## config.mk

```make
export PLATFORM = sky130hd
export DESIGN_NAME = uniscan_reg
export DESIGN_NICKNAME = d
export VERILOG_FILES = /design/src/rtl/uniscan_pkg.sv /design/src/rtl/uniscan_next.sv /design/src/rtl/uniscan_cell.sv /design/src/rtl/uniscan_reg.sv
export SDC_FILE = /design/constraint.sdc
export NUM_CORES = 1
export LEC_CHECK = 0
export ABC_AREA = 1
export BUFFER_PORTS_ARGS = -buffer_cell sky130_fd_sc_hd__buf_4
export CAP_MARGIN = 0
export CORE_AREA = 5 5 42 44
export DETAILED_ROUTE_END_ITERATION = 10
export DIE_AREA = 0 0 47 49
export GPL_TIMING_DRIVEN = 1
export MAX_ROUTING_LAYER = met4
export PLACE_DENSITY_LB_ADDON = 0.08
export SLEW_MARGIN = 20
export SYNTH_ARGS = -nofsm -noshare
export SYNTH_HDL_FRONTEND = slang
export SYNTH_SLANG_ARGS = --single-unit
```

## constraint.sdc

```tcl
create_clock -name clk -period 1.4 [get_ports clk]
set_input_delay 0.28 -clock clk [delete_from_list [all_inputs] [get_ports clk]]
set_output_delay 0.28 -clock clk [all_outputs]
set_load 0.02 [all_outputs]
```

## src/rtl/uniscan_pkg.sv

```systemverilog
// Package: shared width and operation encoding for the scan-testable register.
// Assumes: the register is 4 bits wide; the CRC step is defined for that width only.
package uniscan_pkg;
    localparam int REG_W  = 4;
    localparam int MODE_W = 3;

    typedef enum logic [MODE_W-1:0] {
        OP_HOLD = 3'b000,
        OP_LOAD = 3'b001,
        OP_INC  = 3'b010,
        OP_DEC  = 3'b011,
        OP_SHR  = 3'b100,
        OP_SHL  = 3'b101,
        OP_LFSR = 3'b110,
        OP_CRC  = 3'b111
    } op_e;
endpackage

```

## src/rtl/uniscan_next.sv

```systemverilog
// Module: uniscan_next
// Computes the functional next state from the current value, din and the operation.
// Assumes: purely combinational; scan and reset are handled in the cells.
module uniscan_next
    import uniscan_pkg::*;
(
    input  logic [REG_W-1:0] cur,
    input  logic [REG_W-1:0] din,
    input  op_e              op,
    output logic [REG_W-1:0] nxt
);
    localparam logic [REG_W-1:0] ONE = REG_W'(1);

    // Select the next value for the chosen operation.
    always_comb begin
        unique case (op)
            OP_HOLD: nxt = cur;
            OP_LOAD: nxt = din;
            OP_INC:  nxt = cur + ONE;
            OP_DEC:  nxt = cur - ONE;
            OP_SHR:  nxt = {din[REG_W-1], cur[REG_W-1:1]};
            OP_SHL:  nxt = {cur[REG_W-2:0], din[0]};
            OP_LFSR: nxt = {cur[REG_W-2:0], cur[REG_W-1] ^ cur[REG_W-2]};
            OP_CRC:  nxt = {cur[2], cur[1],
                            cur[3] ^ din[0] ^ cur[0],
                            cur[3] ^ din[0]};
            default: nxt = cur;
        endcase
    end
endmodule

```

## src/rtl/uniscan_cell.sv

```systemverilog
// Module: uniscan_cell
// One muxed-D scan flip-flop: serial input when scan is enabled, functional input otherwise.
// Assumes: synchronous active-low reset that overrides the scan path.
module uniscan_cell (
    input  logic clk,
    input  logic rst_n,
    input  logic scan_en,
    input  logic d_func,
    input  logic d_scan,
    output logic q
);
    // Store reset, scan or functional data on the rising edge.
    always_ff @(posedge clk) begin
        if (!rst_n)
            q <= 1'b0;
        else if (scan_en)
            q <= d_scan;
        else
            q <= d_func;
    end
endmodule

```

## src/rtl/uniscan_reg.sv

```systemverilog
// Module: uniscan_reg
// Top level: eight-operation 4-bit register built from a chain of scan cells.
// Assumes: single clock domain, inputs stable around the rising edge.
module uniscan_reg
    import uniscan_pkg::*;
(
    input  logic              clk,
    input  logic              rst_n,
    input  logic [MODE_W-1:0] mode_sel,
    input  logic [REG_W-1:0]  din,
    output logic [REG_W-1:0]  dout,
    input  logic              scan_in,
    input  logic              scan_en,
    output logic              scan_out
);
    logic [REG_W-1:0] q;
    logic [REG_W-1:0] func_d;
    logic [REG_W-1:0] scan_d;
    op_e              op;

    assign op = op_e'(mode_sel);

    uniscan_next u_next (
        .cur (q),
        .din (din),
        .op  (op),
        .nxt (func_d)
    );

    // The chain runs from scan_in into bit 0 and up toward bit REG_W-1.
    generate
        for (genvar i = 0; i < REG_W; i++) begin : g_chain
            if (i == 0) begin : g_head
                assign scan_d[i] = scan_in;
            end else begin : g_link
                assign scan_d[i] = q[i-1];
            end
            uniscan_cell u_cell (
                .clk     (clk),
                .rst_n   (rst_n),
                .scan_en (scan_en),
                .d_func  (func_d[i]),
                .d_scan  (scan_d[i]),
                .q       (q[i])
            );
        end
    endgenerate

    assign dout     = q;
    assign scan_out = q[REG_W-1];

    // a low reset sample clears the register regardless of the scan path.
    a_r1_reset_clears: assert property (@(posedge clk)
        !rst_n |=> dout == '0);

    // hold keeps the value.
    a_r2_hold_stable: assert property (@(posedge clk) disable iff (!rst_n)
        (!scan_en && mode_sel == 3'b000) |=> $stable(dout));

    // increment step, wrapping.
    a_r4_count_up: assert property (@(posedge clk) disable iff (!rst_n)
        (!scan_en && mode_sel == 3'b010) |=> dout == $past(dout) + 4'd1);

    // the feedback step never leaves the all-zero state.
    a_r8_lfsr_lockup: assert property (@(posedge clk) disable iff (!rst_n)
        (!scan_en && mode_sel == 3'b110 && dout == '0) |=> dout == '0);

    // scan shift moves every bit up by one and takes scan_in at bit 0.
    a_r10_scan_shift: assert property (@(posedge clk) disable iff (!rst_n)
        scan_en |=> dout == {$past(dout[REG_W-2:0]), $past(scan_in)});
endmodule

```

==> results by group <==
STA
  – Number of endpoints with negative hold slack in the final report: 0
  – Setup repair after global routing missed its margin: true
  – Max-slew headroom: 0.808
  – Final critical-path share of the clock period: 0.957
  – Max-slew violations: 0
  – Final number of setup-violating endpoints: 0
  – Setup TNS Final: 0 ps
  – Final worst path period need: 1340 ps
  – Worst Max-Slew Pin Slew: 287 ps
  – Worst setup skew after layout: 3.99 ps
  – Maximum clock frequency: around 750 MHz

Setup path
  – Worst-path maximum fanout: 3
  – Crit-path slowest cell: dfxtp_2
  – CP dominant cell by count: nand2_1
  – Maximum single-stage delay on the critical path: 340 ps
  – Critical Path RT: 1560 ps
  – Type of element launching the critical path: flop
  – WP data arrival: 1500 ps
  – Path type of the worst setup path: flop to flop
  – Cell-by-cell trace of the critical path: nand4_1 -> nand2_1 -> inv_2 -> ha_4 -> inv_2 -> nand2_1 -> nand3_1 -> nand3_1 -> o2111ai_1 -> nand2_1 -> a21oi_1
  – Worst Setup End Kind: flop
  – Buffers and inverters on the worst path: 2
  – Cell family contributing the most delay on the critical path: simple AND/OR/NAND/NOR gates

Layout
  – Fraction of final layout cells sized beyond drive strength 1: 0.419
  – Largest register FFs: 4
  – Multi-input logic area: between 300 and 400 um2
  – Fill cell instance count of the final layout: 136
  – Post-route cell area: 806 um2
  – Number of diodes: 0
  – Layout Nets: 131
  – Most flops, register: g_chain.u_cell.q
  – Register area: 81.3 um2
  – Biggest regs: g_chain.u_cell.q (4)
  – Area growth from synthesis to layout: 47.0%

Clocking
  – Root Driver: clkbuf_4
  – Register clock-pin slew on the reported worst setup and hold paths: 40 ps
  – Number of clock buffers inserted by TritonCTS: 3
  – Post-CTS Setup Bufs: 0
  – Count of clock tree sinks: 4
  – H-tree Lvls: 1
  – Deepest clock path buffer count: 2
  – CTS Hold Bufs: 0
  – Clk_lat worst skew: 230 ps
  – CTS tree: yes

Yosys
  – Most common flop cell mapped by yosys: dfxtp_1
  – Post-synthesis instance total: 90
  – Register area share after synthesis: 0.146
  – Leading cell types by total area after synthesis: dfxtp_1 15%, nand2_1 14%, inv_1 6.8%, nand3_1 6.4%, o21ai_0 5.5%
  – Most instantiated library cell after synthesis: nand2_1
  – Synthesized Nets: around 100
  – Fraction of registers with async set/reset: 0
  – Synth cell count leaders: 21 x nand2_1, 10 x inv_1, 7 x nand3_1
  – Mean instance size in the synthesized netlist: 6.09 um2
  – Post-synthesis cell area: 548 um2
  – Post-synth EDFFs: 0
  – Distinct cell type count after synthesis: 29
  – Top-area cell type share of the netlist area: 0.146
  – Yosys synthesis warning count: 0
  – Largest area contributor in the netlist: dfxtp_1
  – Number of synthesized register bits: 4

Floorplan
  – Initial standard-cell utilization of the core: 0.391
  – IO Count: 16
  – Site Rows: 14
  – Die Height: 49 um
  – DIE AREA: 2300 um2
  – Floorplan die width: between 40 and 50 um
  – Area of the core: 1400 um2

Route
  – DRC violation total after the first TritonRoute iteration: 23
  – Vias per std cell: 5.17
  – # DRC: 0
  – Routed len/inst: 11.8 um
  – Overall via count from detail_route: 688
  – Sum of routed wire length over all layers: between 1500 and 2000 um
  – Router iterations before antenna repair: 4
  – Number of nets with antenna violations after routing: 0

Flow run
  – # Max-Cap Violations: 0

GRT
  – Overflow left after global routing: 0
  – Global routing usage summed across all routing layers: 0.161
  – Antenna violations before repair: 0
  – Maximum number of pins on one net before global-route repair: 9
  – Wire length of the first global-routing pass: 2690 um
  – Vias in the first global route: 619

Place
  – Placer's final routability congestion estimate: about 0.86
  – Total cell area at the placement stage: 769 um2
  – Total of buffers placed on input and output ports: 15
  – Post-detail-place hpwl: 1320 um

Power
  – Power density over the cells: roughly 650 nW/um2
  – Worst IR Drop VDD: approximately 0.00074 V
  – Static leakage: 0.383 nW

Worst hold path
  – Worst min path class: primary input to flop

Run status
  – Run status: finished, final reports clean
-- worst paths after layout --
check	end	slack, ps	cells past startpoint	from
max	g_chain[2].u_cell.q$_SDFFE_PN0P_	60	11	g_chain[1].u_cell.q$_SDFFE_PN0P_
min	g_chain[0].u_cell.q$_SDFFE_PN0P_	320	2	rst_n
max reg2reg	g_chain[2].u_cell.q$_SDFFE_PN0P_	60	11	g_chain[1].u_cell.q$_SDFFE_PN0P_
min reg2reg	g_chain[0].u_cell.q$_SDFFE_PN0P_	580	2	g_chain[0].u_cell.q$_SDFFE_PN0P_
-- routing by layer --
metal / vias to the layer above / global-route usage / routed length [um]
met2: 26 / 0.229 / 784
li1: 355 / - / -
met5: - / - / 0
met3: 4 / 0.0590 / 94
met1: 303 / 0.218 / 661
met4: 0 / 0.0323 / 31
-- final cells by class --
class,count,area share
clock buffer,3,0.0280
timing repair buffer,30,0.280
multi-input combinational,65,0.491
sequential,4,0.101
tap,16,0.0248
inverter,15,0.0761
-- logic make-up (layout without fill, tap and decap cells) --
kind of cell    Yosys count  in the layout  share of synthesized area
compound gates           19             19                      0.217
xor+xnor                  3              3                     0.0480
fa+ha+maj                 1              1                     0.0228
buf+inv                  21             48                      0.192
flops                     4              4                      0.146
simple gates             42             42                      0.374
-- worst reg2reg max path: stages (launching register included) --
cell	delay [ps]
dfxtp_2	340
nand4_1	110
nand2_1	110
inv_2	60
ha_4	150
inv_2	40
nand2_1	40
nand3_1	50
nand3_1	80
o2111ai_1	80
nand2_1	80
a21oi_1	130
-- where the power goes --
group | switching, mW | internal, mW
clock | 0.0432 | 0.0956
sequential | 0.0181 | 0.126
combinational | 0.128 | 0.115
-- placed cells by master (no fill, tap or decap) --
cell,n
clkbuf_4,3
a221oi_1,1
o211ai_1,2
buf_4,30
nor2_2,1
nand3_2,1
xor2_1,2
nand3_1,7
nand4_1,4
inv_6,1
a41oi_2,1
nand2_1,21
clkinv_1,2
inv_2,3
nor2_1,3
o21ai_0,6
a21oi_1,5
nor2_4,1
a31oi_1,1
dfxtp_1,3
nand2_2,2
a21boi_1,1
inv_1,9
nor3_2,2
dfxtp_2,1
ha_4,1
o2111ai_1,1
xor2_2,1
a21oi_2,1
-- metrics by stage --
step	hold slack [ps]	cells	power (mW)	worst slack [ps]	util
6_report	323	133	0.526	60.5	0.575
5_1_grt	313	133	0.576	-84.7	0.575
4_1_cts	309	133	0.529	39.4	0.566
3_5_place_dp	555	130	0.383	-78.1	0.549
3_3_place_gp	551	130	0.379	-57.3	0.549
2_1_floorplan	416	90	0.288	2.47	-
-- what timing repair did --
item,in CTS,in global routing
pin swaps,0,6
resized for setup,1,3
endpoints found under the setup margin,1,3
(Power assumes the default switching activity.)
